**config.mk**
```make
export PLATFORM = sky130hd
export DESIGN_NAME = bus_pin_override
export DESIGN_NICKNAME = d
export VERILOG_FILES = /design/src/rtl/bpo_pkg.sv /design/src/rtl/bpo_regs.sv /design/src/rtl/bpo_sync.sv /design/src/rtl/bpo_pin_drive.sv /design/src/rtl/bus_pin_override.sv
export SDC_FILE = /design/constraint.sdc
export NUM_CORES = 1
export LEC_CHECK = 0
export ABC_AREA = 1
export CORE_MARGIN = 2
export CORE_UTILIZATION = 35
export CTS_CLUSTER_DIAMETER = 100
export DETAILED_ROUTE_END_ITERATION = 6
export GPL_TIMING_DRIVEN = 1
export PLACE_DENSITY = 0.79
export SETUP_SLACK_MARGIN = 0.15
export SLEW_MARGIN = 0
export SYNTH_ARGS = -nofsm -noshare
export SYNTH_HDL_FRONTEND = slang
export SYNTH_SLANG_ARGS = --single-unit
```
**constraint.sdc**
```tcl
create_clock -name clk -period 1.11 [get_ports clk]
set_input_delay 0.222 -clock clk [delete_from_list [all_inputs] [get_ports clk]]
set_output_delay 0.222 -clock clk [all_outputs]
set_load 0.1 [all_outputs]
```
**src/rtl/bpo_pkg.sv**
```systemverilog
package bpo_pkg;
  // pin count is fixed by the function: one clock, one data line
  localparam int unsigned NPIN    = 2;
  localparam int unsigned PIN_CLK = 0;
  localparam int unsigned PIN_DAT = 1;

  // register byte offsets
  localparam int unsigned OFS_MODE = 32'h48;
  localparam int unsigned OFS_DIR  = 32'h4C;
  localparam int unsigned OFS_LVL  = 32'h50;
  localparam int unsigned OFS_LAT  = 32'h54;
  localparam int unsigned OFS_SET  = 32'h58;
  localparam int unsigned OFS_CLR  = 32'h5C;
endpackage

```
**src/rtl/bpo_regs.sv**
```systemverilog
module bpo_regs
  import bpo_pkg::*;
#(
  parameter int unsigned ADDR_W = 8,
  parameter int unsigned DATA_W = 16
) (
  input  logic              clk,
  input  logic              rst,
  input  logic              we,
  input  logic [ADDR_W-1:0] addr,
  input  logic [DATA_W-1:0] wdata,
  input  logic [NPIN-1:0]   pin_level,
  output logic              sw_mode,
  output logic [NPIN-1:0]   dir,
  output logic [NPIN-1:0]   latch,
  output logic [DATA_W-1:0] rdata
);
  localparam logic [ADDR_W-1:0] A_MODE = ADDR_W'(OFS_MODE);
  localparam logic [ADDR_W-1:0] A_DIR  = ADDR_W'(OFS_DIR);
  localparam logic [ADDR_W-1:0] A_LVL  = ADDR_W'(OFS_LVL);
  localparam logic [ADDR_W-1:0] A_LAT  = ADDR_W'(OFS_LAT);
  localparam logic [ADDR_W-1:0] A_SET  = ADDR_W'(OFS_SET);
  localparam logic [ADDR_W-1:0] A_CLR  = ADDR_W'(OFS_CLR);

  logic [NPIN-1:0]   wbits;
  logic [DATA_W-1:0] rd_mux;
  logic              unused_wdata_hi;

  assign wbits           = wdata[NPIN-1:0];
  assign unused_wdata_hi = ^wdata[DATA_W-1:NPIN];

  always_comb begin
    rd_mux = '0;
    case (addr)
      A_MODE:  rd_mux[0]        = sw_mode;
      A_DIR:   rd_mux[NPIN-1:0] = dir;
      A_LVL:   rd_mux[NPIN-1:0] = pin_level;
      A_LAT:   rd_mux[NPIN-1:0] = latch;
      default: rd_mux = '0;
    endcase
  end

  always_ff @(posedge clk) begin
    if (rst) begin
      sw_mode <= 1'b0;
      dir     <= '0;
      latch   <= '1;
      rdata   <= '0;
    end else begin
      rdata <= rd_mux;
      if (we) begin
        case (addr)
          A_MODE:  sw_mode <= wdata[0];
          A_DIR:   dir     <= wbits;
          A_SET:   latch   <= latch | wbits;
          A_CLR:   latch   <= latch & ~wbits;
          default: ;
        endcase
      end
    end
  end
endmodule

```
**src/rtl/bpo_sync.sv**
```systemverilog
module bpo_sync #(
  parameter int unsigned WIDTH  = 2,
  parameter int unsigned STAGES = 2
) (
  input  logic             clk,
  input  logic             rst,
  input  logic [WIDTH-1:0] d,
  output logic [WIDTH-1:0] q
);
  for (genvar i = 0; i < WIDTH; i++) begin : g_bit
    logic [STAGES-1:0] chain;
    always_ff @(posedge clk) begin
      if (rst) chain <= '1;   // idle bus reads high
      else     chain <= {chain[STAGES-2:0], d[i]};
    end
    assign q[i] = chain[STAGES-1];
  end
endmodule

```
**src/rtl/bpo_pin_drive.sv**
```systemverilog
module bpo_pin_drive #(
  parameter int unsigned WIDTH = 2
) (
  input  logic             clk,
  input  logic             rst,
  input  logic             sw_mode,
  input  logic [WIDTH-1:0] dir,
  input  logic [WIDTH-1:0] latch,
  input  logic [WIDTH-1:0] ctl_low,
  output logic [WIDTH-1:0] pull_low
);
  for (genvar i = 0; i < WIDTH; i++) begin : g_pin
    always_ff @(posedge clk) begin
      if (rst)          pull_low[i] <= 1'b0;
      else if (sw_mode) pull_low[i] <= dir[i] & ~latch[i];
      else              pull_low[i] <= ctl_low[i];
    end
  end
endmodule

```
**src/rtl/bus_pin_override.sv**
```systemverilog
module bus_pin_override
  import bpo_pkg::*;
#(
  parameter int unsigned ADDR_W      = 8,
  parameter int unsigned DATA_W      = 16,
  parameter int unsigned SYNC_STAGES = 2
) (
  input  logic              clk,
  input  logic              rst,
  input  logic              reg_we,
  input  logic [ADDR_W-1:0] reg_addr,
  input  logic [DATA_W-1:0] reg_wdata,
  output logic [DATA_W-1:0] reg_rdata,
  input  logic              ctl_scl_low,
  input  logic              ctl_sda_low,
  output logic              ctl_scl_in,
  output logic              ctl_sda_in,
  input  logic              scl_pad,
  input  logic              sda_pad,
  output logic              scl_pull_low,
  output logic              sda_pull_low
);
  logic              sw_mode;
  logic [NPIN-1:0]   dir_q;
  logic [NPIN-1:0]   latch_q;
  logic [NPIN-1:0]   pad_raw;
  logic [NPIN-1:0]   pad_sync;
  logic [NPIN-1:0]   ctl_low;
  logic [NPIN-1:0]   pull_low;

  assign pad_raw[PIN_CLK] = scl_pad;
  assign pad_raw[PIN_DAT] = sda_pad;
  assign ctl_low[PIN_CLK] = ctl_scl_low;
  assign ctl_low[PIN_DAT] = ctl_sda_low;
  assign ctl_scl_in       = scl_pad;
  assign ctl_sda_in       = sda_pad;
  assign scl_pull_low     = pull_low[PIN_CLK];
  assign sda_pull_low     = pull_low[PIN_DAT];

  bpo_regs #(.ADDR_W(ADDR_W), .DATA_W(DATA_W)) u_regs (
    .clk(clk), .rst(rst), .we(reg_we), .addr(reg_addr), .wdata(reg_wdata),
    .pin_level(pad_sync), .sw_mode(sw_mode), .dir(dir_q), .latch(latch_q),
    .rdata(reg_rdata)
  );

  bpo_sync #(.WIDTH(NPIN), .STAGES(SYNC_STAGES)) u_sync (
    .clk(clk), .rst(rst), .d(pad_raw), .q(pad_sync)
  );

  bpo_pin_drive #(.WIDTH(NPIN)) u_drive (
    .clk(clk), .rst(rst), .sw_mode(sw_mode), .dir(dir_q), .latch(latch_q),
    .ctl_low(ctl_low), .pull_low(pull_low)
  );
endmodule

```
==> metrics <==
status=complete, no violations; unrepaired setup endpoints after global routing=yes; CTS Root Cell=clkbuf_4; WP data arrival=0.78 ns; crit-path max FO=1; Setup Fix Bufs, Post-CTS=0; DP Area=1010 µm²; via count of the first global-routing pass=slightly above 600; Area Overhead vs Synth=40.0%; routed via count=660; worst path bufs/invs=1; initial drt markers=20; Worst-Skew Late Latency=around 0.27 ns; I/O Pins=51; largest net degree at the start of global routing=9; final hold vios=0; Die Wd=50.5 µm; Peak Freq=994 MHz; register area share after synthesis=0.344; CTS Sinks=13; CTS tree=built; Yosys reg bits=13; die height=50.5 µm; Final Skew=between 0.002 and 0.003 ns; # setup viols final=0; HPWL after DPL=1.19 mm; Row Count=16; Initial Util=0.378; CTS buffer count=3; fraction of layout cells with a size suffix above 1=0.294; CP required=0.89 ns; Yosys top cell by area=dfxtp_1; Routed Antenna Nets=0; port bufs=22; initial antenna violation count=0; Final GP Congestion=about 0.84; Critical Path Source Type=flop; Initial DRT Pass Iterations=4; crit-path cells=buf_12; Core Box Area=2000 µm²; Routed wire per std cell=between 9 and 10 µm; hold crit path type=primary input to flop; # diodes=0; DRC Markers=0; Final Non-Filler Cells=153; leakage power=approximately 0.54 nW; final wirelength=1.44 mm; VDD IR max=around 690 µV; post-synth top area share=0.344; P per Cell Area=1130 nW/µm²; first-pass GRT wire length=2.55 mm; post-synthesis instance total=102; period utilization=0.906; Global Route Usage Sum=0.133; top post-synthesis cells by area=dfxtp_1, buf_4, nand2_1, nand3_1, nor2_8; Final min period=~1.0 ns; htree depth=1; MaxCap Viol Count=0; slowest stage cell, crit path=dfxtp_2; Max Buffers Root-to-Sink=2; Avg Cell Area, Syn=7.42 µm²; Final Cell Area=approximately 1100 µm²; grt total ovfl=0; Hold Buf Count CTS=0; max-slew violations=0; Die ar.=2550 µm²; critical path class=flop to primary output; clk slew on worst S/H paths=roughly 0.07 ns; Distinct cells, synth=19; Top Family by Delay on Critical Path=flip-flops; Setup crit end kind=primary output; Critical Path Max Stage Delay=0.34 ns; via density per instance=4.31; yosys warns=0; Nets=158; mapped cell area=757 µm²; post-placement cell count=149
==> power breakdown <==
part | switching, W | internal [W]
registers | 0.00000485 | 0.000478
clock network | 0.000144 | 0.000139
logic | 0.000339 | 0.0000920
total | 0.000488 | 0.000709
==> cells in the final DEF, fill, tap and decap left out <==
cell,count
nor2_1,7
nand2_2,3
conb_1,14
nor2_2,2
clkbuf_4,3
buf_4,2
nor2_4,2
inv_1,7
clkbuf_1,1
nand2_1,16
dlygate4sd2_1,11
nand2_4,2
a21oi_1,5
dlymetal6s2s_1,1
nand3_2,3
or2_2,4
dfxtp_2,4
dfxtp_1,9
nor2_8,2
nand3_1,9
nand4_1,3
o21ai_0,2
clkdlybuf4s50_1,4
inv_2,4
buf_12,6
==> area by class of cell <==
cell class              count  area, µm²
repair buffers             24        284
clock buffers               4       26.3
multi-input cells          74        409
fillers                   203        942
inverters                  11       41.3
flip-flops and latches     13        265
well taps                  27       33.8
==> metrics by stage <==
step / hold WS, ns / utilization / worst slack, ns / TNS [ns] / total power [W]
2_1_floorplan: 0.326 / - / 0.262 / 0 / 0.000856
6_report: 0.334 / 0.529 / 0.104 / 0 / 0.00120
3_3_place_gp: 0.392 / 0.507 / -0.271 / -2.08 / 0.000923
4_1_cts: 0.327 / 0.521 / 0.0858 / 0 / 0.00121
5_1_grt: 0.331 / 0.529 / 0.0617 / 0 / 0.00126
3_5_place_dp: 0.398 / 0.507 / -0.279 / -2.33 / 0.000928
==> synth_stat cells <==
master and n:
a21oi_1 5, buf_2 1, buf_4 16, conb_1 1, dfxtp_1 13, inv_1 9, inv_2 2, nand2_1 18
nand2_2 2, nand2_4 1, nand3_1 11, nand3_2 1, nand4_1 3, nor2_1 9, nor2_2 1, nor2_4 1
nor2_8 2, o21ai_0 2, or2_2 4
==> worst paths after layout <==
| check | start | end | slack, ns | cells past startpoint |
|---|---|---|---|---|
| hold reg to reg | u_sync.g_bit[0].chain[0]$_SDFF_PP1_ | u_sync.g_bit[0].chain[1]$_SDFF_PP1_ | 0.41 | 1 |
| setup reg to reg | u_regs.sw_mode$_SDFFE_PP0P_ | u_regs.rdata[0]$_SDFF_PP0_ | 0.34 | 4 |
| hold / removal | rst | u_sync.g_bit[1].chain[0]$_SDFF_PP1_ | 0.33 | 2 |
| setup / recovery | u_drive.pull_low[0]$_SDFF_PP0_ | scl_pull_low | 0.10 | 1 |
==> cell families (layout without fill, tap and decap cells) <==
| logic type | Yosys count | after routing | synth area share |
|---|---|---|---|
| AO/OA/AOI/OAI | 7 | 7 | 0.0463 |
| other | 1 | 14 | 0.00495 |
| flip-flops | 13 | 13 | 0.344 |
| AND/OR/NAND/NOR | 53 | 53 | 0.385 |
| buffers and inverters | 28 | 39 | 0.220 |
==> per-layer routing <==
layer  vias to the layer above  wire (µm)  global-route usage
met5                         -          0                   0
met4                         0          0              0.0405
met1                       289        591               0.145
li1                        338          -                   -
met3                         0        106              0.0446
met2                        33        743               0.239
==> repair_timing <==
action / 4_1_cts / 5_1_grt
resized for setup: 16 / 6
gates cloned: 0 / 0
endpoints found under the setup margin: 13 / 8
pin swaps: 10 / 1
No activity file was read; power rests on OpenSTA's default activity.
